**src/rtl/fpr_pkg.sv**
```systemverilog
// Package: shared encodings for the flash reprogramming mode controller.
// Assumes an 8-bit register layout; bit positions below are read by software.
package fpr_pkg;

    // Synchronized supply-level code
    typedef enum logic [1:0] {
        LVL_ZERO = 2'b00,
        LVL_LOW  = 2'b01,
        LVL_HIGH = 2'b10
    } lvl_e;

    // Region selector code held in register bits 5:4
    typedef enum logic [1:0] {
        RGN_FULL  = 2'b00,
        RGN_LOWER = 2'b01,
        RGN_UPPER = 2'b10,
        RGN_NONE  = 2'b11
    } rgn_e;

    localparam int unsigned BIT_SEL    = 0;
    localparam int unsigned BIT_BUSY   = 1;
    localparam int unsigned BIT_MON    = 2;
    localparam int unsigned BIT_ERR    = 3;
    localparam int unsigned BIT_RGN_LO = 4;
    localparam int unsigned BIT_RGN_HI = 5;
    localparam int unsigned REG_BITS   = 6;

endpackage

```
**src/rtl/fpr_lvl_sync.sv**
```systemverilog
// Module: multi-flop synchronizer for the supply-level code.
// Assumes the level changes slowly relative to the clock, so bit skew between
// the two code bits settles within one extra cycle. Resets to the 0 V code.
module fpr_lvl_sync #(
    parameter int W      = 2,
    parameter int STAGES = 2
) (
    input  logic         clk,
    input  logic         rst_n,
    input  logic [W-1:0] d,
    output logic [W-1:0] q
);

    logic [W-1:0] stg [STAGES];

    for (genvar i = 0; i < STAGES; i++) begin : g_stage
        if (i == 0) begin : g_first
            // Capture the asynchronous input
            always_ff @(posedge clk) begin
                if (!rst_n) stg[0] <= '0;
                else        stg[0] <= d;
            end
        end else begin : g_next
            // Shift one stage further
            always_ff @(posedge clk) begin
                if (!rst_n) stg[i] <= '0;
                else        stg[i] <= stg[i-1];
            end
        end
    end

    assign q = stg[STAGES-1];

endmodule

```
**src/rtl/fpr_region_dec.sv**
```systemverilog
// Module: region decoder. Turns the two-bit region code into inclusive address
// bounds and a valid flag. The reserved code yields no region.
// Assumes BASE < SPLIT and the flash extends to the top of the address space.
module fpr_region_dec
    import fpr_pkg::*;
#(
    parameter int             AW    = 16,
    parameter logic [AW-1:0]  BASE  = 16'h1000,
    parameter logic [AW-1:0]  SPLIT = 16'h8000
) (
    input  rgn_e          rgn,
    output logic [AW-1:0] lo,
    output logic [AW-1:0] hi,
    output logic          valid
);

    localparam logic [AW-1:0] SPLIT_M1 = AW'(SPLIT - 1);

    // Map region code to bounds
    always_comb begin
        lo    = '0;
        hi    = '0;
        valid = 1'b1;
        case (rgn)
            RGN_FULL:  begin lo = BASE;  hi = '1;       end
            RGN_LOWER: begin lo = BASE;  hi = SPLIT_M1; end
            RGN_UPPER: begin lo = SPLIT; hi = '1;       end
            default:   begin valid = 1'b0;              end
        endcase
    end

endmodule

```
**src/rtl/fpr_ctl_regs.sv**
```systemverilog
// Module: control register storage. Holds the mode-enable bit, the region code
// and the sticky refusal flag, and derives the mode-valid indication.
// Assumes the caller decodes the register address into reg_wr.
module fpr_ctl_regs
    import fpr_pkg::*;
(
    input  logic       clk,
    input  logic       rst_n,
    input  logic [1:0] lvl,
    input  logic       reg_wr,
    input  logic       wr_sel,
    input  logic       wr_err,
    input  logic [1:0] wr_rgn,
    input  logic       reject,
    output logic       mode_sel,
    output logic       mode_valid,
    output logic       err,
    output rgn_e       rgn
);

    logic lvl_zero;
    assign lvl_zero = (lvl == LVL_ZERO);

    // Enable bit: writable only at 0 V
    always_ff @(posedge clk) begin
        if (!rst_n)                  mode_sel <= 1'b0;
        else if (reg_wr && lvl_zero) mode_sel <= wr_sel;
    end

    // Region code: writable at any time
    always_ff @(posedge clk) begin
        if (!rst_n)      rgn <= RGN_FULL;
        else if (reg_wr) rgn <= rgn_e'(wr_rgn);
    end

    // Sticky refusal flag: set wins over write-one-to-clear
    always_ff @(posedge clk) begin
        if (!rst_n)                err <= 1'b0;
        else if (reject)           err <= 1'b1;
        else if (reg_wr && wr_err) err <= 1'b0;
    end

    // Mode is in force only when bit and supply level agree
    assign mode_valid = mode_sel && (lvl == LVL_HIGH);

    AST_SEL_LOCKED: assert property (@(posedge clk) disable iff (!rst_n)
        !lvl_zero |=> $stable(mode_sel));
    AST_ERR_STICKY: assert property (@(posedge clk) disable iff (!rst_n)
        reject |=> err);
    AST_ERR_HOLD: assert property (@(posedge clk) disable iff (!rst_n)
        err && !reg_wr |=> err);

endmodule

```
**src/rtl/fpr_op_seq.sv**
```systemverilog
// Module: operation sequencer. Qualifies commands, launches one-cycle array
// requests and tracks the busy state until the array reports completion.
// Assumes fl_done arrives only after a request; a stray pulse while idle is
// ignored. The region bounds are latched with each request.
module fpr_op_seq #(
    parameter int AW = 16,
    parameter int DW = 8
) (
    input  logic          clk,
    input  logic          rst_n,
    input  logic          cmd_valid,
    input  logic          cmd_erase,
    input  logic [AW-1:0] cmd_addr,
    input  logic [DW-1:0] cmd_data,
    input  logic          cmd_hit,
    input  logic          mode_valid,
    input  logic          rgn_valid,
    input  logic [AW-1:0] rgn_lo,
    input  logic [AW-1:0] rgn_hi,
    input  logic          fl_done,
    output logic          busy,
    output logic          reject,
    output logic          fl_req,
    output logic          fl_erase,
    output logic [AW-1:0] fl_addr,
    output logic [DW-1:0] fl_wdata,
    output logic [AW-1:0] fl_lo,
    output logic [AW-1:0] fl_hi
);

    logic accept;

    // Qualify the incoming command
    always_comb begin
        accept = cmd_valid && mode_valid && !busy && rgn_valid
                 && (cmd_erase || cmd_hit);
        reject = cmd_valid && !accept;
    end

    // Busy: set on launch, cleared by completion
    always_ff @(posedge clk) begin
        if (!rst_n)       busy <= 1'b0;
        else if (accept)  busy <= 1'b1;
        else if (fl_done) busy <= 1'b0;
    end

    // Request strobe, one cycle per accepted command
    always_ff @(posedge clk) begin
        if (!rst_n) fl_req <= 1'b0;
        else        fl_req <= accept;
    end

    // Request payload, latched at launch
    always_ff @(posedge clk) begin
        if (!rst_n) begin
            fl_erase <= 1'b0;
            fl_addr  <= '0;
            fl_wdata <= '0;
            fl_lo    <= '0;
            fl_hi    <= '0;
        end else if (accept) begin
            fl_erase <= cmd_erase;
            fl_addr  <= cmd_addr;
            fl_wdata <= cmd_data;
            fl_lo    <= rgn_lo;
            fl_hi    <= rgn_hi;
        end
    end

    AST_REQ_BUSY: assert property (@(posedge clk) disable iff (!rst_n)
        fl_req |-> busy);
    AST_BUSY_HOLD: assert property (@(posedge clk) disable iff (!rst_n)
        busy && !fl_done |=> busy);
    AST_REQ_PULSE: assert property (@(posedge clk) disable iff (!rst_n)
        fl_req |=> !fl_req);
    AST_PROG_INSIDE: assert property (@(posedge clk) disable iff (!rst_n)
        fl_req && !fl_erase |-> (fl_addr >= fl_lo) && (fl_addr <= fl_hi));
    AST_NO_LAUNCH_BUSY: assert property (@(posedge clk) disable iff (!rst_n)
        busy |=> !fl_req);

endmodule

```
**src/rtl/flash_reprog_ctrl.sv**
```systemverilog
// Module: flash reprogramming mode controller (top). Decodes the control
// register address, assembles register reads, gates flash reads by region,
// and wires the synchronizer, decoder, register and sequencer together.
// Assumes bus reads are combinational and need no strobe; DW is at least 8.
module flash_reprog_ctrl
    import fpr_pkg::*;
#(
    parameter int            AW         = 16,
    parameter int            DW         = 8,
    parameter int            SYNC_STAGE = 2,
    parameter logic [AW-1:0] REG_ADDR   = 16'h0FFE,
    parameter logic [AW-1:0] FL_BASE    = 16'h1000,
    parameter logic [AW-1:0] FL_SPLIT   = 16'h8000
) (
    input  logic          clk,
    input  logic          rst_n,
    input  logic [1:0]    vpp_level,
    input  logic [AW-1:0] bus_addr,
    input  logic          bus_wr,
    input  logic [DW-1:0] bus_wdata,
    output logic [DW-1:0] bus_rdata,
    input  logic          cmd_valid,
    input  logic          cmd_erase,
    input  logic [AW-1:0] cmd_addr,
    input  logic [DW-1:0] cmd_data,
    output logic          fl_req,
    output logic          fl_erase,
    output logic [AW-1:0] fl_addr,
    output logic [DW-1:0] fl_wdata,
    output logic [AW-1:0] fl_lo,
    output logic [AW-1:0] fl_hi,
    input  logic          fl_done,
    output logic [AW-1:0] fl_rd_addr,
    input  logic [DW-1:0] fl_rdata
);

    localparam int PAD_W = DW - REG_BITS;

    logic [1:0]    lvl_q;
    logic          reg_sel;
    logic          reg_wr;
    logic          mode_sel;
    logic          mode_valid;
    logic          err;
    rgn_e          rgn;
    logic [AW-1:0] rgn_lo;
    logic [AW-1:0] rgn_hi;
    logic          rgn_valid;
    logic          cmd_hit;
    logic          rd_hit;
    logic          in_flash;
    logic          busy;
    logic          reject;
    logic          unused_wbits;

    fpr_lvl_sync #(.W(2), .STAGES(SYNC_STAGE)) u_sync (
        .clk   (clk),
        .rst_n (rst_n),
        .d     (vpp_level),
        .q     (lvl_q)
    );

    fpr_region_dec #(.AW(AW), .BASE(FL_BASE), .SPLIT(FL_SPLIT)) u_rgn (
        .rgn   (rgn),
        .lo    (rgn_lo),
        .hi    (rgn_hi),
        .valid (rgn_valid)
    );

    // Register address decode and window compares
    always_comb begin
        reg_sel  = (bus_addr == REG_ADDR);
        reg_wr   = bus_wr && reg_sel;
        in_flash = (bus_addr >= FL_BASE);
        rd_hit   = rgn_valid && (bus_addr >= rgn_lo) && (bus_addr <= rgn_hi);
        cmd_hit  = rgn_valid && (cmd_addr >= rgn_lo) && (cmd_addr <= rgn_hi);
    end

    assign unused_wbits = ^{bus_wdata[DW-1:BIT_RGN_HI+1],
                            bus_wdata[BIT_MON], bus_wdata[BIT_BUSY]};

    fpr_ctl_regs u_regs (
        .clk        (clk),
        .rst_n      (rst_n),
        .lvl        (lvl_q),
        .reg_wr     (reg_wr),
        .wr_sel     (bus_wdata[BIT_SEL]),
        .wr_err     (bus_wdata[BIT_ERR]),
        .wr_rgn     (bus_wdata[BIT_RGN_HI:BIT_RGN_LO]),
        .reject     (reject),
        .mode_sel   (mode_sel),
        .mode_valid (mode_valid),
        .err        (err),
        .rgn        (rgn)
    );

    fpr_op_seq #(.AW(AW), .DW(DW)) u_seq (
        .clk        (clk),
        .rst_n      (rst_n),
        .cmd_valid  (cmd_valid),
        .cmd_erase  (cmd_erase),
        .cmd_addr   (cmd_addr),
        .cmd_data   (cmd_data),
        .cmd_hit    (cmd_hit),
        .mode_valid (mode_valid),
        .rgn_valid  (rgn_valid),
        .rgn_lo     (rgn_lo),
        .rgn_hi     (rgn_hi),
        .fl_done    (fl_done),
        .busy       (busy),
        .reject     (reject),
        .fl_req     (fl_req),
        .fl_erase   (fl_erase),
        .fl_addr    (fl_addr),
        .fl_wdata   (fl_wdata),
        .fl_lo      (fl_lo),
        .fl_hi      (fl_hi)
    );

    assign fl_rd_addr = bus_addr;

    // Read mux: register, gated flash, or empty space
    always_comb begin
        if (reg_sel)
            bus_rdata = {{PAD_W{1'b0}}, rgn, err, mode_valid, busy, mode_sel};
        else if (in_flash)
            bus_rdata = (mode_valid && !rd_hit) ? '1 : fl_rdata;
        else
            bus_rdata = '0;
    end

    AST_RSV_ZERO: assert property (@(posedge clk) disable iff (!rst_n)
        reg_sel |-> bus_rdata[DW-1:REG_BITS] == '0);
    AST_MON_NEEDS_HV: assert property (@(posedge clk) disable iff (!rst_n)
        reg_sel && bus_rdata[BIT_MON] |-> lvl_q == LVL_HIGH);
    AST_BLOCKED_READ: assert property (@(posedge clk) disable iff (!rst_n)
        in_flash && !reg_sel && mode_valid && !rgn_valid |-> bus_rdata == '1);

endmodule

```
**config.mk**
```make
export PLATFORM = sky130hd
export DESIGN_NAME = flash_reprog_ctrl
export DESIGN_NICKNAME = d
export VERILOG_FILES = /design/src/rtl/fpr_pkg.sv /design/src/rtl/fpr_lvl_sync.sv /design/src/rtl/fpr_region_dec.sv /design/src/rtl/fpr_ctl_regs.sv /design/src/rtl/fpr_op_seq.sv /design/src/rtl/flash_reprog_ctrl.sv
export SDC_FILE = /design/constraint.sdc
export NUM_CORES = 1
export LEC_CHECK = 0
export BUFFER_PORTS_ARGS = -buffer_cell sky130_fd_sc_hd__buf_2
export CORE_UTILIZATION = 46
export CTS_BUF_LIST = sky130_fd_sc_hd__clkbuf_16
export DETAILED_ROUTE_END_ITERATION = 12
export HOLD_SLACK_MARGIN = 0.02
export PLACE_DENSITY = 0.77
export REMOVE_ABC_BUFFERS = 1
export SYNTH_ARGS = -nofsm -noshare
export SYNTH_HDL_FRONTEND = slang
export SYNTH_SLANG_ARGS = --single-unit
```
**constraint.sdc**
```tcl
create_clock -name clk -period 3.23 [get_ports clk]
set_input_delay 0.646 -clock clk [delete_from_list [all_inputs] [get_ports clk]]
set_output_delay 0.646 -clock clk [all_outputs]
set_load 0.1 [all_outputs]
```
==> results summary, run 1 <==
The flow ran to the end, and the final reports show no timing, DRC or antenna violations. In this run the power spent charging and discharging nets is 462 µW. The average via count per standard cell came out at 5.16. Synthesis handed over a netlist of 363 instances. The horizontal extent of the die is 82.6 µm.

The worst path arrival time is 2530 ps. The number of DRC violations after detailed-routing iteration 0 came out at 95. The number of failing hold endpoints at the final stage is 0. Of the cells placed in the final design, the portion with a size suffix greater than 1 is 0.364. The leakage power figure is 2.05 nW.

The number of CTS-inserted buffers came out at 5. The highest attainable clock frequency is 0.315 GHz. The worst setup path is of the primary input to output port kind. The post-placement worst setup slack came out at -223 ps. The share of total power dissipated in combinational logic is 0.291. The aggregate global routing overflow came out at 0. The switching fraction of total power is 0.349.

The count of synthesis-stage warnings from yosys is 0. CTS saw 39 sinks. The number of nets in the finished design came out at 554. VDD sags by at most 0.000291 V. In this run the standard cell core region covers 0.00631 mm². The count of distinct cell types in the synthesized netlist is 53. The root buffer cell is sky130_fd_sc_hd__clkbuf_16. The per-instance average area after synthesis came out at 8.23 µm². Among all flip-flop cells after synthesis, the most frequent one is sky130_fd_sc_hd__dfxtp_1.

In the final routed layout, each cell accounts on average for 12.6 µm. The number of H-tree levels is 2. The tightest min-delay check is of the flip-flop to flip-flop type. The sequential share of power came out at 0.368. The final count of pins violating max slew is 0. The share of total power dissipated in the clock network is 0.341.

The number of remaining DRC errors came out at 0. The height of the die is 82.6 µm. The total power of the final layout is 1.32 mW.

The smallest setup slack after layout came out at 58.2 ps. The count of endpoints failing setup in the final report is 0. The first global-routing pass estimated 10.3 mm of wire. The cell area after synthesis is 0.00299 mm². The via count of the first global-routing pass is 2372. The number of enable flip-flop cells after synthesis came out at 0.

In the global route stage, overall resource usage came out at 0.198. The remaining number of nets flagged by the antenna check after routing is 0. STA classifies the critical path endpoint as an output port. The tightest slew margin relative to the limit is 0.589. In this run the tool buffered the top-level ports with 127 buffer cells. The clock passes through at most 2 buffers.

At the end of routability-driven placement, the weighted congestion stood at 0.780. The worst setup path is launched from a primary input. The first-pass iteration count of the detailed router came out at 4.

TritonCTS built the clock tree. The post-DP HPWL is 5.30 mm. The hold-fix buffer count after cts is 0. The share of async-settable or async-resettable flops after synthesis came out at 0. The number of vias after detailed routing came out at 2806.

The initial antenna violation count was 0. The repair_antennas step left the layout with diodes totalling 0. The internal portion of the total power is 861 µW. The number of top-level pins came out at 146. In this run, synthesis produced a sequential element count of 39. The die area came out at 0.00682 mm². The floorplan has 29 rows.

At the pin with the least slew margin, the transition time is 615 ps. The initial cell density of the core is 0.473. The layout-stage area growth over the synthesis result is 27.6%. The routed design could run at a clock period as short as 3170 ps. The clock skew after layout is 4.32 ps. Along the worst path, the maximum fanout reaches 4. The clock input transition at the sequential cells of the worst setup and hold paths came out at 50 ps.

Setup repair after global routing could not meet its margin everywhere. The required time at the endpoint of the critical path came out at 2580 ps. For this design the ratio of total power to cell area is 347 mW/mm². The count of maximum capacitance violations is 0. The final layout contains routed wiring with a total length of 6.85 mm.

Entering global routing, the biggest net connects 48 pins. Clock latency on the worst-skew pair, taken at its later pin, is 280 ps. The share of the Yosys chip area taken by registers is 0.261. The final period utilization is 0.982.
==> routing by layer <==
layer	wire length [µm]	part of all wire	global-route usage
met5	0	0	0
met4	64	0.0093	0.0672
met3	287	0.042	0.0418
met2	3290	0.48	0.336
met1	3200	0.47	0.247
==> logic make-up (layout without fill, tap and decap cells) <==
logic type,count (synthesis),count (layout),synth area share
adder cells (fa/ha/maj),25,25,0.103
XOR/XNOR,4,4,0.0117
other,1,14,0.00125
buffers and inverters,70,161,0.157
multiplexers,29,29,0.0971
flip-flops,39,39,0.261
AND/OR/NAND/NOR,133,133,0.218
AO/OA/AOI/OAI,62,62,0.151
==> cells in the mapped netlist (3+ instances only) <==
cell type                   instances  area share
sky130_fd_sc_hd__nand2b_1           3      0.0063
sky130_fd_sc_hd__nor4_1             4      0.0084
sky130_fd_sc_hd__and3_1             4      0.0084
sky130_fd_sc_hd__a21o_1             4       0.010
sky130_fd_sc_hd__nand3_1            9       0.015
sky130_fd_sc_hd__nand4_1            5       0.010
sky130_fd_sc_hd__xnor2_1            4       0.012
sky130_fd_sc_hd__o21ai_0            9       0.015
sky130_fd_sc_hd__dfxtp_1           39        0.26
sky130_fd_sc_hd__clkbuf_1          10       0.013
sky130_fd_sc_hd__ha_1              23       0.096
sky130_fd_sc_hd__buf_4             46        0.12
sky130_fd_sc_hd__a21boi_1           3      0.0075
sky130_fd_sc_hd__a21boi_0           3      0.0075
sky130_fd_sc_hd__nand2_1           65       0.082
sky130_fd_sc_hd__nor2b_1            3      0.0063
sky130_fd_sc_hd__nor2_1            16       0.020
sky130_fd_sc_hd__and2_1             6       0.013
sky130_fd_sc_hd__nor3_1             4      0.0067
sky130_fd_sc_hd__mux2i_1           29       0.097
sky130_fd_sc_hd__a2bb2oi_1          5       0.015
sky130_fd_sc_hd__buf_6              4       0.015
sky130_fd_sc_hd__nor4b_1            3      0.0088
sky130_fd_sc_hd__a21oi_1           13       0.022
sky130_fd_sc_hd__inv_1              9       0.011
sky130_fd_sc_hd__a31oi_1            8       0.017
==> worst max-delay path, stage by stage <==
cell	delay (ps)
sky130_fd_sc_hd__buf_2	130
sky130_fd_sc_hd__ha_4	240
sky130_fd_sc_hd__a21o_1	210
sky130_fd_sc_hd__a21oi_2	130
sky130_fd_sc_hd__o21bai_1	90
sky130_fd_sc_hd__a221o_1	360
sky130_fd_sc_hd__o21ai_2	190
sky130_fd_sc_hd__buf_6	130
sky130_fd_sc_hd__a31oi_1	80
sky130_fd_sc_hd__bufbuf_16	320
==> placed cells by master (no fill, tap or decap), types with 3 or more instances in the layout <==
cell type                     n
sky130_fd_sc_hd__clkbuf_16    5
sky130_fd_sc_hd__xnor2_1      4
sky130_fd_sc_hd__nand2b_1     3
sky130_fd_sc_hd__nor2_1      15
sky130_fd_sc_hd__nor4b_1      3
sky130_fd_sc_hd__and3_1       4
sky130_fd_sc_hd__a21boi_1     3
sky130_fd_sc_hd__nor2b_1      3
sky130_fd_sc_hd__buf_4       15
sky130_fd_sc_hd__o21ai_0      7
sky130_fd_sc_hd__ha_1        21
sky130_fd_sc_hd__nor4_1       3
sky130_fd_sc_hd__nand3_1      9
sky130_fd_sc_hd__buf_12       8
sky130_fd_sc_hd__a21o_1       4
sky130_fd_sc_hd__inv_1        9
sky130_fd_sc_hd__buf_2      119
sky130_fd_sc_hd__a31oi_1      8
sky130_fd_sc_hd__a2bb2oi_1    5
sky130_fd_sc_hd__mux2i_1     29
sky130_fd_sc_hd__dfxtp_1     37
sky130_fd_sc_hd__nor3_1       4
sky130_fd_sc_hd__conb_1      14
sky130_fd_sc_hd__a21oi_1     11
sky130_fd_sc_hd__nand2_1     65
sky130_fd_sc_hd__and2_1       6
sky130_fd_sc_hd__nand4_1      5
==> worst paths after layout <==
check        cells past startpoint  slack, ps                end        startpoint
max reg2reg                     13        280  u_seq.fl_wdata[4]     u_regs.rgn[1]
min reg2reg                      1        430   u_sync.stg[1][1]  u_sync.stg[0][1]
min                              1        430   u_sync.stg[1][1]  u_sync.stg[0][1]
max                             10         60       bus_rdata[0]       bus_addr[9]
==> flip-flops by register name (all words and copies together), names as in the netlist <==
signal           flops
u_regs.mode_sel      1
u_seq.fl_hi          2
u_regs.rgn           2
u_seq.fl_erase       1
u_sync.stg           4
u_seq.fl_wdata       8
u_seq.fl_lo          2
u_seq.fl_addr       16
u_seq.fl_req         1
u_seq.busy           1
u_regs.err           1
==> power by group through the flow <==
stage                     sequential, mW  clock, mW  combinational [mW]
final                              0.486      0.451               0.385
after global routing               0.486      0.487               0.406
after CTS                          0.486      0.465               0.379
after detailed placement           0.497          0               0.378
after global placement             0.497          0               0.373
after floorplan                    0.496          0               0.178
==> stage by stage <==
step                      cell area, µm²  setup TNS (ps)  instances   util  hold WS (ps)
after floorplan                     2610         -124500        316      -           412
after global placement              3540           -1210        529  0.561           415
after detailed placement            3540           -1520        529  0.561           418
after CTS                           3730               0        541  0.591           433
after global routing                3810           -40.2        544  0.604           468
final                               3810               0        544  0.604           430
==> layout make-up <==
class | instances | area [µm²]
clock inverter | 2 | 8.76
clock buffer | 5 | 125
inverter | 10 | 45.0
tap | 77 | 96.3
multi-input combinational | 267 | 1840
timing repair buffer | 144 | 912
sequential | 39 | 783
fill | 589 | 2500
==> repair_timing <==
item                       in CTS  in global routing
setup endpoints to repair       8                  8
resized for setup               7                 11
cloned                          0                  0
buffers inserted                5                  3
pin swaps                       1                  5
(Power assumes the default switching activity.)
==> run 2: changes to the inputs <==
--- a/config.mk
+++ b/config.mk
@@ -9,9 +9,9 @@
 export CORE_UTILIZATION = 46
 export CTS_BUF_LIST = sky130_fd_sc_hd__clkbuf_16
 export DETAILED_ROUTE_END_ITERATION = 12
+export GPL_ROUTABILITY_DRIVEN = 0
 export HOLD_SLACK_MARGIN = 0.02
 export PLACE_DENSITY = 0.77
-export REMOVE_ABC_BUFFERS = 1
 export SYNTH_ARGS = -nofsm -noshare
 export SYNTH_HDL_FRONTEND = slang
 export SYNTH_SLANG_ARGS = --single-unit
==> run 2 against run 1 <==
Count of clock-buffer cells in the layout unchanged. Fmax increased by 0.49%. Clock power increased by 4.4%. Wire length increased by 6.3%. Largest cell class unchanged. Highest routed layer unchanged.
==> results summary, run 2 (synthesized netlist as in run 1, its figures left out) <==
The number of CTS-inserted buffers is 5 (unchanged). The initial cell density of the core is 0.473 (unchanged). The total wirelength of the detailed-routed design is 7.28 mm (+6.3%).

In the final layout, the registers with the most flip-flops are u_seq.fl_addr: 16 flops, u_seq.fl_wdata: 8 flops, u_sync.stg: 4 flops. The met1 layer usage reported by global route is 0.252 (+0.00562). The path depth of the worst reg2reg path came out at 12 (-1). Setup repair after global routing could not meet its margin everywhere. The root buffer cell is sky130_fd_sc_hd__clkbuf_16. The fraction of final layout cells sized beyond drive strength 1 was 0.380 (+0.0163).

The met2 usage in global routing came to 0.364 (+0.0273). The flow ran to the end, and the final reports show no timing, DRC or antenna violations. The first-pass iteration count of the detailed router is 4 (unchanged). The count of endpoints failing setup in the final report came out at 0 (unchanged). The count of maximum capacitance violations came out at 0 (unchanged). Leaving out fill and tap cells, the most frequent cell in the layout is sky130_fd_sc_hd__buf_2. The remaining number of nets flagged by the antenna check after routing came out at 0 (unchanged). The worst setup path category is flip-flop to output port. The horizontal extent of the die came out at 82.6 µm (unchanged). The pin count of the biggest net entering global routing came to 68 (+42%). The clock skew after layout came out at 2.97 ps (-1.35 ps).

The number of I/O port buffers came out at 127 (unchanged). The wire length of the first global-routing pass came to 10.8 mm (+5.2%). The clock tree from TritonCTS is yes. The hold-fix buffer count after cts is 0 (unchanged). The placeable core region came to 0.00631 mm² (unchanged).

The met3 track demand over resource in global routing came to 0.0451 (+0.00330). From synthesis to final layout, the design area changed by 29.1%. The capturing point of the worst reg2reg path is u_regs.err. The worst path arrival time was 2510 ps (-20 ps).

The number of failing hold endpoints at the final stage is 0 (unchanged). The transition time at the pin with the least slew margin is 1020 ps (+404 ps). The highest attainable clock frequency is 0.317 GHz (+0.49%). The die area came out at 0.00682 mm² (unchanged).

The final critical path time including I/O delays and setup is 3160 ps (-15.4 ps). The instance count after placement with tap cells included is 533 (+0.76%). The signal on the critical path passes through nand2_4 > inv_12 > ha_1 > a21o_1 > maj3_1 > a21oi_2 > a21boi_2 > o21ai_2 > buf_12 > a31oi_2 > buf_12.

The average via count per standard cell was 5.24 (+1.6%). The tightest slew margin relative to the limit is 0.321 (-0.268). The register-to-register path setup slack came out at 260 ps (-20 ps). The routed wirelength normalized by instance count is 13.4 µm (+6.1%). The antenna diode count came to 0 (unchanged).

In this run the worst hold path is classified as flip-flop to flip-flop. The number of cells in the finished layout apart from fillers is 545 (+0.18%). The cell repeated most along the worst path is sky130_fd_sc_hd__buf_12. The final core utilization came out at 0.611 (+0.00733). The total power per unit cell area came out at 350 mW/mm² (+0.80%). The required time at the endpoint of the critical path came to 2580 ps (about the same).

The number of flip-flops in the largest register is 16 (unchanged). The final total negative setup slack came out at 0 ps (unchanged). STA classifies the critical path endpoint as an output port. The critical path's slowest cell is sky130_fd_sc_hd__maj3_1.

The worst-skew pair later-pin latency is 280 ps (about the same). The post-DP HPWL was 5.47 mm (+3.1%). The capture endpoint of the worst hold path is u_seq.fl_addr[9]. The layout filler cell count is 568 (-3.6%). STA classifies the critical path startpoint as a flip-flop. The leakage power figure came to 2.05 nW (-0.13%).

The final count of pins violating max slew came out at 0 (unchanged). The peak supply drop is 0.000291 V (+0.25%). The hold-critical path depth came out at 2 (+1). The largest stage delay on the critical path is 380 ps (+20 ps). Among cell families on the critical path, the largest total delay comes from compound AO/OA/AOI/OAI gates. The layer flagged by global routing as most heavily used is met2. The site row count is 29 (unchanged). The total power of the final layout is 1.35 mW (+2.0%). The number of top-level pins is 146 (unchanged). The worst hold path begins at u_seq.fl_addr[9]. The all-layer global routing usage was 0.206 (+0.00794). The final period utilization came out at 0.977 (-0.00476). The post-route worst hold slack is 456 ps (+25.5 ps). The library cells used most frequently in the layout, excluding fill and tap cells, are sky130_fd_sc_hd__buf_2, sky130_fd_sc_hd__nand2_1, sky130_fd_sc_hd__dfxtp_1, sky130_fd_sc_hd__mux2i_1, sky130_fd_sc_hd__ha_1. The number of DRC violations after detailed-routing iteration 0 came out at 101 (+6.3%). The number of remaining DRC errors is 0 (unchanged). The largest fanout on the critical path is 13 (+9). The register with the most flip-flops in the final layout is u_seq.fl_addr. The number of nets in the finished design is 554 (unchanged). The worst path buffer plus inverter count is 3 (unchanged).

The clock input transition at the sequential cells of the worst setup and hold paths is 60 ps (about the same). The number of H-tree levels was 2 (unchanged). The height of the die came out at 82.6 µm (unchanged). The initial antenna violation count came to 0 (unchanged). The startpoint identified for the worst register-to-register timing path is u_regs.rgn[0]. The number of vias after detailed routing is 2855 (+1.7%). The count of clock tree sinks came out at 39 (unchanged). The aggregate global routing overflow was 0 (unchanged). The via count of the first global-routing pass is 2465 (+3.9%).

The maximum root-to-sink buffer count came out at 2 (unchanged).
[run 2: changes by cell type in the layout (fill, tap and decap cells not counted), sizes merged]
cell / before / now
bufbuf: 1 / 0
clkinvlp: 0 / 1
inv: 10 / 12
a21oi: 14 / 15
clkinv: 2 / 1
buf: 143 / 142
[run 2: area by class of cell]
class / count / area [µm²] / share of cell area
clock inverter: 3 / 16.3 / 0.00421
clock buffer: 5 / 125 / 0.0324
tap: 77 / 96.3 / 0.0250
timing repair inverter: 1 / 8.76 / 0.00227
multi-input combinational: 268 / 1890 / 0.490
inverter: 10 / 57.6 / 0.0149
sequential: 39 / 783 / 0.203
timing repair buffer: 142 / 881 / 0.228
[run 2: worst min-delay path: stages (launching register included)]
cell and delay (ps):
sky130_fd_sc_hd__dfxtp_1 300, sky130_fd_sc_hd__nand2_1 50, sky130_fd_sc_hd__mux2i_1 50
[run 2: what timing repair did]
action / CTS / global route
setup endpoints to repair: 8 / 11
setup buffers: 1 / 1
resized for setup: 5 / 5
cloned: 1 / 1
pin swaps: 2 / 6
endpoints found under the hold margin: 0 / 0
[run 2: worst max path at each step]
stage,slack [ps],endpoint,cells past startpoint,start
2_1_floorplan,-290,bus_rdata[2],8,bus_addr[12]
3_3_place_gp,40,u_seq.fl_wdata[7],10,cmd_addr[15]
3_5_place_dp,-30,u_seq.fl_wdata[0],10,cmd_addr[15]
4_1_cts,20,bus_rdata[1],11,u_regs.rgn[1]
5_1_grt,-10,bus_rdata[6],11,u_regs.rgn[0]
6_report,70,bus_rdata[6],11,u_regs.rgn[0]
[run 2: power breakdown]
part / total, mW / switching, mW / internal, mW
logic: 0.393 / 0.291 / 0.101
clock network: 0.471 / 0.189 / 0.281
registers: 0.486 / 0.00166 / 0.485
total: 1.35 / 0.482 / 0.867
[run 2: per-stage QoR]
stage / cell area, µm² / worst slack, ps
2_1_floorplan: 3130 / -290
3_3_place_gp: 3670 / 39.7
3_5_place_dp: 3670 / -27.0
4_1_cts: 3840 / 15.3
5_1_grt: 3860 / -9.72
6_report: 3860 / 73.6
[run 2: per-layer routing]
layer  part of all wire  up-vias
met2               0.50       91
met3              0.046        6
met4             0.0098        0
li1                   -     1430
met5                  0        -
met1               0.45     1328
==> run 3: changes to the inputs <==
--- a/config.mk
+++ b/config.mk
@@ -6,12 +6,12 @@
 export NUM_CORES = 1
 export LEC_CHECK = 0
 export BUFFER_PORTS_ARGS = -buffer_cell sky130_fd_sc_hd__buf_2
-export CORE_UTILIZATION = 46
+export CORE_UTILIZATION = 42
 export CTS_BUF_LIST = sky130_fd_sc_hd__clkbuf_16
 export DETAILED_ROUTE_END_ITERATION = 12
 export GPL_ROUTABILITY_DRIVEN = 0
 export HOLD_SLACK_MARGIN = 0.02
-export PLACE_DENSITY = 0.77
+export PLACE_DENSITY = 0.74
 export SYNTH_ARGS = -nofsm -noshare
 export SYNTH_HDL_FRONTEND = slang
 export SYNTH_SLANG_ARGS = --single-unit
==> constraint.sdc (replaced) <==
create_clock -name clk -period 2.6 [get_ports clk]
set_input_delay 0.52 -clock clk [delete_from_list [all_inputs] [get_ports clk]]
set_output_delay 0.52 -clock clk [all_outputs]
set_load 0.1 [all_outputs]
==> run 3 against run 2 <==
Via count up 4.6%. Combinational power up 35%. Critical path depth unchanged. The flow now finishes with violations (negative setup slack). Hold slack worse by 19 ps. Critical path type unchanged. Largest power group unchanged. Clock power up 19%. Register-to-register slack worse by 550 ps.
==> results summary, run 3 (synthesized netlist as in run 1, its figures left out) <==
The initial antenna violation count came to 0 (unchanged). The pin count of the biggest net entering global routing came to 47 (-31%). The via count of the first global-routing pass came out at 2966 (+20%). The total power of the final layout is 1.70 mW (+26%).

The number of DRC violations after detailed-routing iteration 0 came out at 135 (+34%). The highest attainable clock frequency is 0.338 GHz. The leakage power figure is 2.30 nW (+12%).

The combined flip-flop and latch cell area is 783 µm² (unchanged). The maximum root-to-sink buffer count is 2 (unchanged). The run finished, with violations left. The count of maximum capacitance violations is 0 (unchanged). The worst path arrival time was 2440 ps (-70 ps). The all-layer global routing usage is 0.221 (+0.0148). Setup repair after global routing could not meet its margin everywhere. The routed metal-1 wirelength came out at 3.45 mm (+6.4%). The average via count per standard cell is 5.03 (-3.9%).

The number of CTS-inserted buffers came out at 5 (unchanged). The required time at the endpoint of the critical path is 2080 ps (-500 ps). The final period utilization is 1.14. The wire length of the first global-routing pass came out at 13.3 mm (+23%). The post-DP HPWL is 6.14 mm (+12%). The number of failing hold endpoints at the final stage is 0 (unchanged). The antenna diode count is 0 (unchanged).

Leaving out fill and tap cells, the most frequent cell in the layout is sky130_fd_sc_hd__buf_2. The root buffer cell chosen for the clock tree is sky130_fd_sc_hd__clkbuf_16. The clock input transition at the sequential cells of the worst setup and hold paths is 50 ps (about the same). The highest metal layer carrying signal wires in the routed design is met4. The clock skew after layout was 4.48 ps (+1.51 ps). The peak supply drop came out at 0.000348 V (+20%). The type of destination of the critical path is an output port.

The fraction of final layout cells sized beyond drive strength 1 came out at 0.441 (+0.0603). The clock power share is 0.331 (-0.018). The internal cell power is 1.10 mW (+26%). The number of H-tree levels came to 2 (unchanged). The combinational cell fraction of total power came out at 0.313 (+0.022). The classification of the worst-slack hold path is flip-flop to flip-flop. The number of nets in the finished design came to 583 (+5.2%).

The die area is 0.00746 mm² (+9.3%). The routed wirelength normalized by instance count was 13.7 µm (+2.9%). The final count of pins violating max slew was 0 (unchanged). The first-pass iteration count of the detailed router came out at 4 (unchanged). The initial cell density of the core is 0.438 (-0.0359).

The startpoint type of the worst setup path is a flip-flop. The routed length on met2 is 4.16 mm (+15%). u_seq.fl_addr holds more flip-flops than any other register.

The count of clock tree sinks is 39 (unchanged). The smallest setup slack after layout came to -357 ps (-431 ps). The number of top-level pins is 146 (unchanged). The sequential share of power is 0.356 (-0.004). In the final layout, the registers with the most flip-flops are u_seq.fl_addr: 16 flops, u_seq.fl_wdata: 8 flops, u_sync.stg: 4 flops.

The final critical path time including I/O delays and setup is 2960 ps. The aggregate global routing overflow came out at 0 (unchanged). The layout filler cell count came out at 601 (+5.8%). The total wirelength of the detailed-routed design came out at 8.15 mm (+12%). The number of flip-flops in the largest register is 16 (unchanged). The switching fraction of total power is 0.353 (-0.00414). The area used by multi-input combinational logic is 0.00205 mm² (+8.6%). The switching power came out at 599 µW (+24%). The site row count is 30 (+3.4%).

The total power per unit cell area is 383 mW/mm² (+9.4%). The number of I/O port buffers is 127 (unchanged). The largest fanout on the critical path came out at 7 (-6).

The count of endpoints failing setup in the final report was 39 (+39). The layout-stage area growth over the synthesis result is 48.3%. The worst setup path is of the flip-flop to output port kind. The horizontal extent of the die is 86.4 µm (+4.5%). The worst-skew pair later-pin latency came to 270 ps (about the same). TritonCTS built the clock tree. The placeable core region is 0.00683 mm² (+8.2%).

The met3 wire length is 474 µm (+42%). The post-route worst hold slack is 437 ps (-18.8 ps). The final reports fail on negative setup slack. The remaining number of nets flagged by the antenna check after routing came out at 0 (unchanged). The top cell types in the final layout, fill and taps aside, are sky130_fd_sc_hd__buf_2, sky130_fd_sc_hd__nand2_1, sky130_fd_sc_hd__dfxtp_1, sky130_fd_sc_hd__buf_4, sky130_fd_sc_hd__mux2i_1. The height of the die was 86.4 µm (+4.5%). The number of vias after detailed routing was 2985 (+4.6%). The number of remaining DRC errors came out at 0 (unchanged).
-- run 3: cell count changes in the layout (fill, tap and decap cells not counted), moves of 2 or more --
cell,previous run,this run
sky130_fd_sc_hd__buf_6,0,2
sky130_fd_sc_hd__a31oi_2,6,0
sky130_fd_sc_hd__a31oi_4,1,7
sky130_fd_sc_hd__buf_16,0,3
sky130_fd_sc_hd__clkinv_1,0,2
sky130_fd_sc_hd__buf_4,14,31
sky130_fd_sc_hd__ha_4,1,5
sky130_fd_sc_hd__a21oi_1,11,9
sky130_fd_sc_hd__nor4_4,0,2
sky130_fd_sc_hd__ha_1,22,18
sky130_fd_sc_hd__buf_12,9,17
-- run 3: power by group through the flow --
stage	clock network (mW)	logic [mW]	registers, mW
after global placement	0	0.506	0.617
after floorplan	0	0.389	0.616
final	0.560	0.531	0.604
after CTS	0.569	0.517	0.604
after detailed placement	0	0.514	0.617
after global routing	0.604	0.556	0.604
-- run 3: path summary, 6_finish.rpt --
| path | start | endpoint | slack, ps | depth (start not counted) |
|---|---|---|---|---|
| min | u_sync.stg[0][1] | u_sync.stg[1][1] | 440 | 1 |
| min reg2reg | u_sync.stg[0][1] | u_sync.stg[1][1] | 440 | 1 |
| max reg2reg | u_regs.rgn[1] | u_seq.fl_addr[11] | -290 | 14 |
| max | u_regs.rgn[1] | bus_rdata[4] | -360 | 11 |
-- run 3: critical path: stages (launching register included) --
cell and delay (ps):
sky130_fd_sc_hd__dfxtp_2 350, sky130_fd_sc_hd__nand2_4 90, sky130_fd_sc_hd__inv_8 100, sky130_fd_sc_hd__ha_4 200, sky130_fd_sc_hd__a21o_1 160, sky130_fd_sc_hd__a21oi_1 130, sky130_fd_sc_hd__o21bai_1 100, sky130_fd_sc_hd__a221o_1 370
sky130_fd_sc_hd__o21ai_4 190, sky130_fd_sc_hd__buf_12 160, sky130_fd_sc_hd__a31oi_4 110, sky130_fd_sc_hd__buf_12 190
-- run 3: layout make-up --
class / instances / area share
Timing Repair Buffer: 172 / 0.287
Multi-Input combinational cell: 267 / 0.464
Clock inverter: 3 / 0.00254
Inverter: 10 / 0.0124
Clock buffer: 5 / 0.0282
Timing Repair inverter: 1 / 0.00198
Tap cell: 96 / 0.0271
Sequential cell: 39 / 0.177
-- run 3: per-stage QoR --
stage	setup TNS (ps)	util	std cells	worst slack, ps	area, µm²
2_1_floorplan	-2630	-	376	-703	3260
6_report	-9310	0.649	593	-357	4430
3_3_place_gp	-2400	0.582	570	-206	3980
5_1_grt	-13010	0.649	593	-438	4430
3_5_place_dp	-4530	0.582	570	-238	3980
4_1_cts	-11320	0.625	587	-365	4270
-- run 3: timing repair --
item,in CTS,in global routing
resized for setup,7,13
cloned,4,0
endpoints found under the setup margin,37,40
pin swaps,3,15
hold buffers,0,0
buffers inserted,5,7
-- run 3: routing by layer --
layer / GRT usage / vias up
li1: - / 1484
met1: 0.268 / 1394
met2: 0.398 / 99
met3: 0.0486 / 8
met4: 0.0470 / 0
met5: 0 / -
